### config.mk
export PLATFORM = sky130hd
export DESIGN_NAME = dl_sequencer
export DESIGN_NICKNAME = d
export VERILOG_FILES = /design/src/rtl/dlseq_pkg.sv /design/src/rtl/dlseq_decode.sv /design/src/rtl/dlseq_ptr.sv /design/src/rtl/dlseq_ctrl.sv /design/src/rtl/dl_sequencer.sv
export SDC_FILE = /design/constraint.sdc
export NUM_CORES = 1
export LEC_CHECK = 0
export ABC_AREA = 1
export CAP_MARGIN = 20
export CORE_MARGIN = 1.5
export CORE_UTILIZATION = 45
export CTS_BUF_LIST = sky130_fd_sc_hd__clkbuf_16
export CTS_CLUSTER_SIZE = 12
export DETAILED_ROUTE_END_ITERATION = 16
export PLACE_DENSITY = 0.84
export SETUP_SLACK_MARGIN = 0.2
export SLEW_MARGIN = 20
export SYNTH_ARGS = -nofsm -noshare
export SYNTH_HDL_FRONTEND = slang
export SYNTH_SLANG_ARGS = --single-unit
### constraint.sdc
create_clock -name clk -period 1.45 [get_ports clk]
set_input_delay 0.29 -clock clk [delete_from_list [all_inputs] [get_ports clk]]
set_output_delay 0.29 -clock clk [all_outputs]
set_load 0.005 [all_outputs]
### src/rtl/dlseq_pkg.sv
`timescale 1ns/1ps
package dlseq_pkg;

  typedef enum logic [2:0] {
    ST_OP_REQ,
    ST_OP_CAP,
    ST_LO_REQ,
    ST_LO_CAP,
    ST_HI_REQ,
    ST_HI_CAP,
    ST_LINE,
    ST_VBWAIT
  } seq_state_e;

  typedef struct packed {
    logic [3:0] mode;
    logic       irq;
    logic       vscroll;
    logic       hscroll;
    logic [3:0] blank_lines;
    logic       has_operands;
    logic       is_jump;
    logic       jump_waits;
  } dl_fields_t;

endpackage

### src/rtl/dlseq_decode.sv
`timescale 1ns/1ps
module dlseq_decode
  import dlseq_pkg::*;
(
  input  logic [7:0] op,
  output dl_fields_t fields
);

  logic is_blank;
  logic is_disp;

  always_comb begin
    is_blank            = (op[3:0] == 4'd0);
    is_disp             = (op[3:0] >= 4'd2);
    fields.mode         = op[3:0];
    fields.irq          = op[7];
    fields.vscroll      = is_disp & op[5];
    fields.hscroll      = is_disp & op[4];
    fields.blank_lines  = is_blank ? ({1'b0, op[6:4]} + 4'd1) : 4'd0;
    fields.is_jump      = (op[3:0] == 4'd1);
    fields.jump_waits   = fields.is_jump & op[6];
    fields.has_operands = fields.is_jump | (is_disp & op[6]);
  end

endmodule

### src/rtl/dlseq_ptr.sv
`timescale 1ns/1ps
module dlseq_ptr #(
  parameter int unsigned          ADDR_W    = 16,
  parameter int unsigned          WIN_W     = 10,
  parameter logic [ADDR_W-1:0]    RESET_PTR = '0
) (
  input  logic              clk,
  input  logic              rst_n,
  input  logic              step,
  input  logic              load,
  input  logic [ADDR_W-1:0] load_val,
  output logic [ADDR_W-1:0] ptr
);

  localparam int unsigned HI_W = ADDR_W - WIN_W;

  logic [ADDR_W-1:0] ptr_q, ptr_d;
  logic [WIN_W-1:0]  low_inc;

  always_comb begin
    low_inc = ptr_q[WIN_W-1:0] + 1'b1;
    ptr_d   = ptr_q;
    if (load)      ptr_d = load_val;
    else if (step) ptr_d = {ptr_q[ADDR_W-1:WIN_W], low_inc};
  end

  always_ff @(posedge clk or negedge rst_n) begin
    if (!rst_n)              ptr_q <= RESET_PTR;
    else if (load || step)   ptr_q <= ptr_d;
  end

  assign ptr = ptr_q;

  // a step keeps the window and advances the low bits modulo the window
  a_r8_window_wrap: assert property (@(posedge clk) disable iff (!rst_n)
    (step && !load) |=>
      (ptr[ADDR_W-1:WIN_W] == HI_W'($past(ptr[ADDR_W-1:WIN_W]))) &&
      (ptr[WIN_W-1:0] == WIN_W'($past(ptr[WIN_W-1:0]) + 1'b1)));

endmodule

### src/rtl/dlseq_ctrl.sv
`timescale 1ns/1ps
module dlseq_ctrl
  import dlseq_pkg::*;
(
  input  logic clk,
  input  logic rst_n,
  input  logic frame_start,
  input  logic line_done,
  input  logic dma_en,
  input  logic cap_needs_ops,
  input  logic held_is_jump,
  input  logic held_waits,
  output logic mem_rd,
  output logic op_cap,
  output logic lo_cap,
  output logic hi_cap,
  output logic vb_wait,
  output logic line_active
);

  seq_state_e state_q, state_d;

  always_comb begin
    state_d = state_q;
    mem_rd  = 1'b0;
    op_cap  = 1'b0;
    lo_cap  = 1'b0;
    hi_cap  = 1'b0;
    case (state_q)
      ST_OP_REQ: if (dma_en) begin mem_rd = 1'b1; state_d = ST_OP_CAP; end
      ST_OP_CAP: begin
        op_cap  = 1'b1;
        state_d = cap_needs_ops ? ST_LO_REQ : ST_LINE;
      end
      ST_LO_REQ: if (dma_en) begin mem_rd = 1'b1; state_d = ST_LO_CAP; end
      ST_LO_CAP: begin lo_cap = 1'b1; state_d = ST_HI_REQ; end
      ST_HI_REQ: if (dma_en) begin mem_rd = 1'b1; state_d = ST_HI_CAP; end
      ST_HI_CAP: begin
        hi_cap = 1'b1;
        if (held_is_jump) state_d = held_waits ? ST_VBWAIT : ST_OP_REQ;
        else              state_d = ST_LINE;
      end
      ST_LINE:   if (line_done)   state_d = ST_OP_REQ;
      ST_VBWAIT: if (frame_start) state_d = ST_OP_REQ;
      default:   state_d = ST_OP_REQ;
    endcase
  end

  always_ff @(posedge clk or negedge rst_n) begin
    if (!rst_n) state_q <= ST_OP_REQ;
    else        state_q <= state_d;
  end

  assign vb_wait     = (state_q == ST_VBWAIT);
  assign line_active = (state_q == ST_LINE);

  // no strobe without the enable
  a_r9_rd_needs_dma: assert property (@(posedge clk) disable iff (!rst_n)
    mem_rd |-> dma_en);
  // a strobe lasts one cycle, the next cycle is the capture
  a_r2_single_strobe: assert property (@(posedge clk) disable iff (!rst_n)
    mem_rd |=> !mem_rd);
  // parked means silent on the memory port
  a_r7_no_fetch_parked: assert property (@(posedge clk) disable iff (!rst_n)
    vb_wait |-> !mem_rd);
  // only frame_start releases the park
  a_r7_hold_park: assert property (@(posedge clk) disable iff (!rst_n)
    (vb_wait && !frame_start) |=> vb_wait);

endmodule

### src/rtl/dl_sequencer.sv
`timescale 1ns/1ps
module dl_sequencer
  import dlseq_pkg::*;
#(
  parameter int unsigned       ADDR_W    = 16,
  parameter int unsigned       WIN_W     = 10,
  parameter logic [ADDR_W-1:0] RESET_PTR = '0
) (
  input  logic              clk,
  input  logic              rst_n,
  input  logic              frame_start,
  input  logic              line_done,
  input  logic              dl_dma_en,
  output logic              mem_rd,
  output logic [ADDR_W-1:0] mem_addr,
  input  logic [7:0]        mem_data,
  output logic [3:0]        mode_num,
  output logic              dli_req,
  output logic              vscroll_en,
  output logic              hscroll_en,
  output logic [3:0]        blank_lines,
  output logic [ADDR_W-1:0] scan_addr,
  output logic              vb_wait,
  output logic              line_active
);

  localparam int unsigned OPND_W = ADDR_W - 8;

  logic [1:0]        rst_pipe;
  logic              rst_int_n;
  logic [7:0]        op_q;
  logic [7:0]        lo_q;
  logic [ADDR_W-1:0] scan_q;
  logic              op_cap, lo_cap, hi_cap;
  logic              ptr_step, ptr_load, scan_load;
  logic [ADDR_W-1:0] operand_val;
  dl_fields_t        raw_f, held_f;

  // reset asserted at once, released on a clock edge
  always_ff @(posedge clk or negedge rst_n) begin
    if (!rst_n) rst_pipe <= 2'b00;
    else        rst_pipe <= {rst_pipe[0], 1'b1};
  end
  assign rst_int_n = rst_pipe[1];

  dlseq_decode u_dec_raw  (.op(mem_data), .fields(raw_f));
  dlseq_decode u_dec_held (.op(op_q),     .fields(held_f));

  dlseq_ctrl u_ctrl (
    .clk          (clk),
    .rst_n        (rst_int_n),
    .frame_start  (frame_start),
    .line_done    (line_done),
    .dma_en       (dl_dma_en),
    .cap_needs_ops(raw_f.has_operands),
    .held_is_jump (held_f.is_jump),
    .held_waits   (held_f.jump_waits),
    .mem_rd       (mem_rd),
    .op_cap       (op_cap),
    .lo_cap       (lo_cap),
    .hi_cap       (hi_cap),
    .vb_wait      (vb_wait),
    .line_active  (line_active)
  );

  assign operand_val = {OPND_W'(mem_data), lo_q};
  assign ptr_load    = hi_cap & held_f.is_jump;
  assign scan_load   = hi_cap & ~held_f.is_jump;
  assign ptr_step    = op_cap | lo_cap | scan_load;

  dlseq_ptr #(.ADDR_W(ADDR_W), .WIN_W(WIN_W), .RESET_PTR(RESET_PTR)) u_ptr (
    .clk     (clk),
    .rst_n   (rst_int_n),
    .step    (ptr_step),
    .load    (ptr_load),
    .load_val(operand_val),
    .ptr     (mem_addr)
  );

  always_ff @(posedge clk or negedge rst_int_n) begin
    if (!rst_int_n)  op_q <= 8'h00;
    else if (op_cap) op_q <= mem_data;
  end

  always_ff @(posedge clk or negedge rst_int_n) begin
    if (!rst_int_n)  lo_q <= 8'h00;
    else if (lo_cap) lo_q <= mem_data;
  end

  always_ff @(posedge clk or negedge rst_int_n) begin
    if (!rst_int_n)     scan_q <= '0;
    else if (scan_load) scan_q <= operand_val;
  end

  assign mode_num    = held_f.mode;
  assign dli_req     = held_f.irq;
  assign vscroll_en  = held_f.vscroll;
  assign hscroll_en  = held_f.hscroll;
  assign blank_lines = held_f.blank_lines;
  assign scan_addr   = scan_q;

  // a held mode line keeps its fields until line_done
  a_r10_line_holds: assert property (@(posedge clk) disable iff (!rst_int_n)
    (line_active && !line_done) |=> (line_active && $stable(mode_num) && $stable(dli_req)));
  // scroll enables never set outside display modes
  a_r3_scroll_gated: assert property (@(posedge clk) disable iff (!rst_int_n)
    (mode_num < 4'd2) |-> (!vscroll_en && !hscroll_en));
  // blank count range and exclusivity
  a_r4_blank_range: assert property (@(posedge clk) disable iff (!rst_int_n)
    (mode_num == 4'd0) ? (blank_lines >= 4'd1 && blank_lines <= 4'd8) : (blank_lines == 4'd0));
  // scan address moves only after an operand-bearing display instruction
  a_r5_scan_only_on_load: assert property (@(posedge clk) disable iff (!rst_int_n)
    (scan_addr != $past(scan_addr)) |-> (mode_num >= 4'd2 && line_active));

endmodule

=== Word level (Yosys, flattened, before mapping) ===
Index checks and enable logic that the tools add are counted.

* Register bits: 53

* Add/subtract/negate cells: 2
* $lt $le $gt $ge: 2
* Equality and inequality tests: 14
* Muxes and demuxes: 17
* Bitwise logic cells: 10
* Reductions and logical operators: 8

{| class="wikitable"
|+ Operators with widths
! operator !! number
|-
| 3-bit two-way mux || 8
|-
| 3-bit case mux with 8 select lines || 1
|-
| 16-bit two-way mux || 1
|-
| 3-bit == test, second input constant || 4
|-
| 10-bit by 1-bit adder with 10-bit output, second input constant || 1
|-
| 10-bit two-way mux || 1
|-
| 2-bit != test, second input constant || 5
|-
| 4-bit by 1-bit == test with 1-bit output, second input constant || 2
|-
| 4-bit by 2-bit greater-or-equal comparator with 1-bit output, second input constant || 2
|-
| 1-bit bitwise AND || 6
|-
| 3-bit by 2-bit == test with 1-bit output, second input constant || 2
|-
| 1-bit two-way mux || 5
|-
| 5-bit AND reduction || 1
|-
| 3-bit by 1-bit adder with 4-bit output, second input constant || 1
|-
| 4-bit logical NOT || 1
|-
| 4-bit two-way mux || 1
|-
| 2-bit AND reduction || 2
|-
| 3-bit by 1-bit == test with 1-bit output, second input constant || 1
|-
| 3-bit logical NOT || 1
|-
| 1-bit OR || 3
|-
| 3-bit OR reduction || 1
|-
| 2-bit nonzero test || 1
|-
| 1-bit logical OR || 1
|-
| 1-bit inverter || 1
|}

=== Logic depth before layout (Yosys ltp) ===
* Depth in word-level cells: 6
* Gate-level depth with buffers: 9
* Depth with buffers taken out: 8

=== Cells and area by module ===
A second synthesis with hierarchy kept.

* Cell total of the unflattened synthesis: 362
* Area, all modules: 2,777.7 um2

{| class="wikitable"
|+ By module, submodules not included
! module !! instances !! cells an instance !! area an instance (um2) !! seq. area each (um2)
|-
| dl_sequencer || 1 || 143 || 1,366.3 || 850.8
|-
| dlseq_ptr || 1 || 104 || 832.0 || 400.4
|-
| dlseq_decode || 2 || 32 || 152.6 || 0.0
|-
| dlseq_ctrl || 1 || 51 || 274.0 || 75.1
|}

=== Worst setup path before layout ===
OpenSTA, ideal clock, no wires.

* Path kind: register -> register
* From: reg op_q[3]
* To: reg u_ptr.ptr_q[1], in the netlist u_ptr.ptr[1]
* Arrival: 1,150 ps
* Data required time: 1,324 ps
* Path slack: 174 ps
* Cell stages (with the launch flop): 9
* Period minus slack after synthesis: 1,276 ps
* Cells stage by stage: dfrtp_1 -> nor2_2 -> nand2_2 -> nor2_4 -> buf_6 -> nand2_4 -> buf_6 -> nor2_1 -> o21ai_0

* Cells in the longest elaborated chain, start to end: 6
* Elaborated cells on any way between the ends: 9
* Classes of those cells: 1 x eq/ne; 1 x mux; 4 x bitwise; 3 x reduce/logical

{| class="wikitable"
|+ Ends and longest elaborated chain
! item !! line !! RTL
|-
| start, declared || dl_sequencer.sv:31 || <nowiki>logic [7:0] op_q;</nowiki>
|-
| start signal, assigned || dl_sequencer.sv:82 || <nowiki>else if (op_cap) op_q <= mem_data;</nowiki>
|-
| 4-bit by 1-bit == test with 1-bit output * || dlseq_decode.sv:20 || <nowiki>fields.is_jump = (op[3:0] == 4'd1);</nowiki>
|-
| 1-bit inverter || dl_sequencer.sv:68 || <nowiki>assign scan_load = hi_cap & ~held_f.is_jump;</nowiki>
|-
| 1-bit bitwise AND || dl_sequencer.sv:68 ||
|-
| 1-bit OR || dl_sequencer.sv:69 || <nowiki>assign ptr_step = op_cap | lo_cap | scan_load;</nowiki>
|-
| 2-bit nonzero test (no line) / 1-bit logical OR (equally long branches) || n/a ||
|-
| 2-bit AND reduction (no line) || n/a ||
|-
| end signal, assigned || dlseq_ptr.sv:29 || <nowiki>else if (load || step) ptr_q <= ptr_d;</nowiki>
|-
| end, declared || dlseq_ptr.sv:17 || <nowiki>logic [ADDR_W-1:0] ptr_q, ptr_d;</nowiki>
|}

Mark *: on every way between the ends. The rest lies on a longest branch, timed or not. The select of a mux whose other input is x is not followed.
A chain may end at the register's enable or synchronous reset.

=== Worst setup path in the final report ===
* From: reg op_q[3]
* To: out blank_lines[3]

* Cells in the longest elaborated chain, start to end: 2

{| class="wikitable"
|+ Ends and longest elaborated chain
! item !! line !! RTL
|-
| 4-bit logical NOT || dlseq_decode.sv:13 || <nowiki>is_blank = (op[3:0] == 4'd0);</nowiki>
|-
| 4-bit two-way mux || dlseq_decode.sv:19 || <nowiki>fields.blank_lines = is_blank ? ({1'b0, op[6:4]} + 4'd1) : 4'd0;</nowiki>
|-
| end, declared || dl_sequencer.sv:21 || <nowiki>output logic [3:0] blank_lines,</nowiki>
|}

No other way between the ends.

==> implementation parameters <==
Parameter                              Value

Detailed routing
  Average via count per standard cell ... ~5.4
  Post-route DRC ... 0
  Detailed-route wire length per cell ... 16.5 um
  Remaining antenna violation count after routing ... 0
  Iteration-0 DRC Markers ... slightly above 200
  Drt pass-1 iters ... 5
  Total via count in the routed design ... 2,806
  Total wire length after detailed routing ... between 8 and 9 mm

Synthesis
  Seq cells post-synth ... 53
  Flip-flop cell with the highest count after synthesis ... dfrtp_1
  Mapped Avg Cell Area ... between 8 and 9 um^2
  Largest area contributor in the netlist ... dfrtp_1
  Count of cell types in the netlist ... 29
  Netlist area before placement ... 0.00259 mm^2
  Async SR Flop Fraction ... 100%
  Area share of the largest cell type after synthesis ... between 50% and 60%
  Count of mapped cells out of synthesis ... approximately 320
  Main area contributors after synthesis ... dfrtp_1 (51%), nand2_1 (14%), nand3_1 (6.0%)
  Sequential element share of the synthesized area ... 51.1%
  EDFF count, synth ... 0
  Syn Nets ... approximately 330
  Number of warning messages in the yosys log ... 0

Clocking
  Clock-pin transition on the worst setup and hold timing paths ... 0.07 ns
  Hold buffers post-CTS ... 0
  H-tree levels ... 2
  Clock insertion delay at the later pin of the skew report ... about 0.3 ns
  Clock Sinks ... 53
  CTS Buffer Depth ... 2
  TritonCTS clock tree ... done
  Buffer type at the clock tree root ... clkbuf_16
  Inserted Clock Buffers ... 5

Die
  Starting density of the core ... 46.8%
  Die width ... roughly 80 um
  Std-Cell Core Area ... ~0.0055 mm^2
  Floorplan die area ... slightly above 0.006 mm^2
  Ports placed on the boundary ... 59
  # rows ... 27
  Die Height ... about 79 um

Power and ir drop
  Lkg Pwr ... 2.19 nW
  Overall power of the completed layout ... about 9.5 mW
  Maximum ir drop on the vdd rail ... around 1.2 mV
  Pwr Density ... around 2200 mW/mm^2

Layout
  Fraction of final layout cells sized beyond drive strength 1 ... around 40%
  Area growth syn-to-layout ... 64.9%
  Ant diodes ... 0
  Final core area utilization ... 77.2%
  Fin nets ... approximately 460

Place
  Count of port buffers added during placement ... between 50 and 60
  Setup slack at placement ... -0.296 ns
  Placer Congestion ... ~0.83
  Detailed-placement wirelength estimate ... between 4 and 5 mm

Global routing
  Residual overflow from global routing ... 0
  Initial antenna violation count ... 0
  Vias in the first global route ... approximately 2,500
  Global-route wire length before repair ... ~12 mm
  Total routing usage reported by global routing ... between 20% and 30%
  Pin count of the biggest net entering global routing ... 36

Timing
  Clock Skew ... 0.00400 ns
  Count of endpoints failing hold in the final timing report ... 0
  Final WS setup ... -0.209 ns
  FMAX ... approximately 600 MHz
  Tmin final ... approximately 1.7 ns
  RSZ-0062 raised after global routing ... true
  Final setup TNS ... -5.29 ns
  Pins over their slew limit ... 0
  Total setup violations reported at the end of the flow ... 38
  Post-route clock period utilization ... 114%

Critical path
  Kind of start point of the critical path ... flip-flop
  Worst path required time ... 1.16 ns
  Crit Path Category ... flip-flop to primary output
  Critical-path maximum fanout ... 4
  Critical path capture point type ... primary output
  Minimum setup slack among reg-to-reg paths ... -0.18 ns
  CP Data Arrival Time ... roughly 1.4 ns

Job
  Reported max-cap violation count ... 0

Outcome
  Violated checks ... negative setup slack
  Result of the run ... finished with violations

Min path
  Hold WC Path Type ... primary input to async pin
## final timing paths
kind | to | cells past startpoint | start
worst min register to register | scan_addr[7] | 0 | rst_pipe[1]
worst max register to register | u_ptr.ptr[6] | 9 | op_q[3]
max in group asynchronous | op_q[2] | 1 | rst_pipe[1]
worst max-delay path | blank_lines[3] | 6 | op_q[3]
min in group clk | rst_pipe[1] | 0 | rst_pipe[0]
worst min-delay path | rst_pipe[0] | 1 | rst_n
## critical path, cell delays in order, from the launching register on
cell and delay (ns):
dfrtp_1 0.42, nor2_4 0.14, nand2_2 0.08, inv_2 0.09
nand2_4 0.07, nor4_2 0.12, buf_2 0.15
## layer usage
layer	global-route usage, %	wire, um	vias up	part of all wire, %
met4	7.37	301	0	3.5
met3	6.09	650	44	7.6
li1	-	-	1248	-
met2	42.7	4330	156	51
met5	0	0	-	0
met1	30.2	3290	1358	38
## state kept, by name, summed over array words and instances (netlist names)
| signal | cells |
|---|---|
| op_q | 8 |
| u_ctrl.state_q | 3 |
| u_ptr.ptr | 16 |
| rst_pipe | 2 |
| lo_q | 8 |
| scan_addr | 16 |
## synthesized netlist by cell type, types with 3 or more instances
master	instances
nand2_1	99
o21ai_2	6
nor2_1	16
o21ai_0	26
nand2_2	4
inv_1	37
xnor2_1	3
buf_6	5
buf_4	6
inv_2	3
o21ai_1	10
dfrtp_1	53
nand3_1	31
## repair_timing
item                                    in CTS  in global routing
buffers inserted                            30                 16
cloned                                       2                  3
endpoints found under the setup margin      93                 87
pin swaps                                   10                 11
gates resized for setup                    136                 80
## per-stage QoR
| stage | hold WS, ns | cell area, um^2 | cells |
|---|---|---|---|
| final | 0.153 | 4280 | 519 |
| after global routing | 0.155 | 4280 | 519 |
| after CTS | 0.158 | 3900 | 500 |
| after detailed placement | 0.212 | 3400 | 460 |
| after global placement | 0.201 | 3400 | 460 |
| after floorplan | -0.00559 | 2600 | 317 |
## cell type report
type,count,area (um^2)
clock buffer,5,125
clock inverter,3,41.3
fill,341,1260
inverter,41,159
multi-input combinational,211,1310
sequential,53,1330
tap,72,90.1
timing repair buffer,134,1220
## where the power goes
group | total (mW) | internal [mW] | leakage [nW] | switching [mW]
clock network | 1.36 | 0.809 | 0.0775 | 0.546
registers | 2.65 | 2.15 | 0.645 | 0.492
logic | 5.49 | 2.78 | 1.47 | 2.71
## logic make-up after synthesis
kind of cell / Yosys count / share of synthesized area, %
XOR/XNOR: 4 / 1.35
adder cells (fa/ha/maj): 2 / 0.965
other: 1 / 0.145
AO/OA/AOI/OAI: 43 / 9.21
AND/OR/NAND/NOR: 159 / 26.8
buffers and inverters: 55 / 10.4
flip-flops: 53 / 51.1
## cell usage in the layout, fill, tap and decap left out, drive strengths merged
cell type / Yosys / routed
nand2: 104 / 106
buf: 13 / 86
dfrtp: 53 / 53
o21ai: 42 / 42
inv: 40 / 40
nand3: 32 / 32
clkdlybuf4s15: 0 / 22
nor2: 19 / 19
clkdlybuf4s50: 0 / 12
clkbuf: 1 / 10
dlygate4sd2: 0 / 9
xnor2: 3 / 3
clkinv: 1 / 2
ha: 2 / 2
nor4: 1 / 1
nand3b: 1 / 1
nand4: 1 / 1
nor3: 1 / 1
xor2: 1 / 1
a31oi: 1 / 1
clkinvlp: 0 / 1
bufinv: 0 / 1
conb: 1 / 1
No activity file was read; power rests on OpenSTA's default activity.
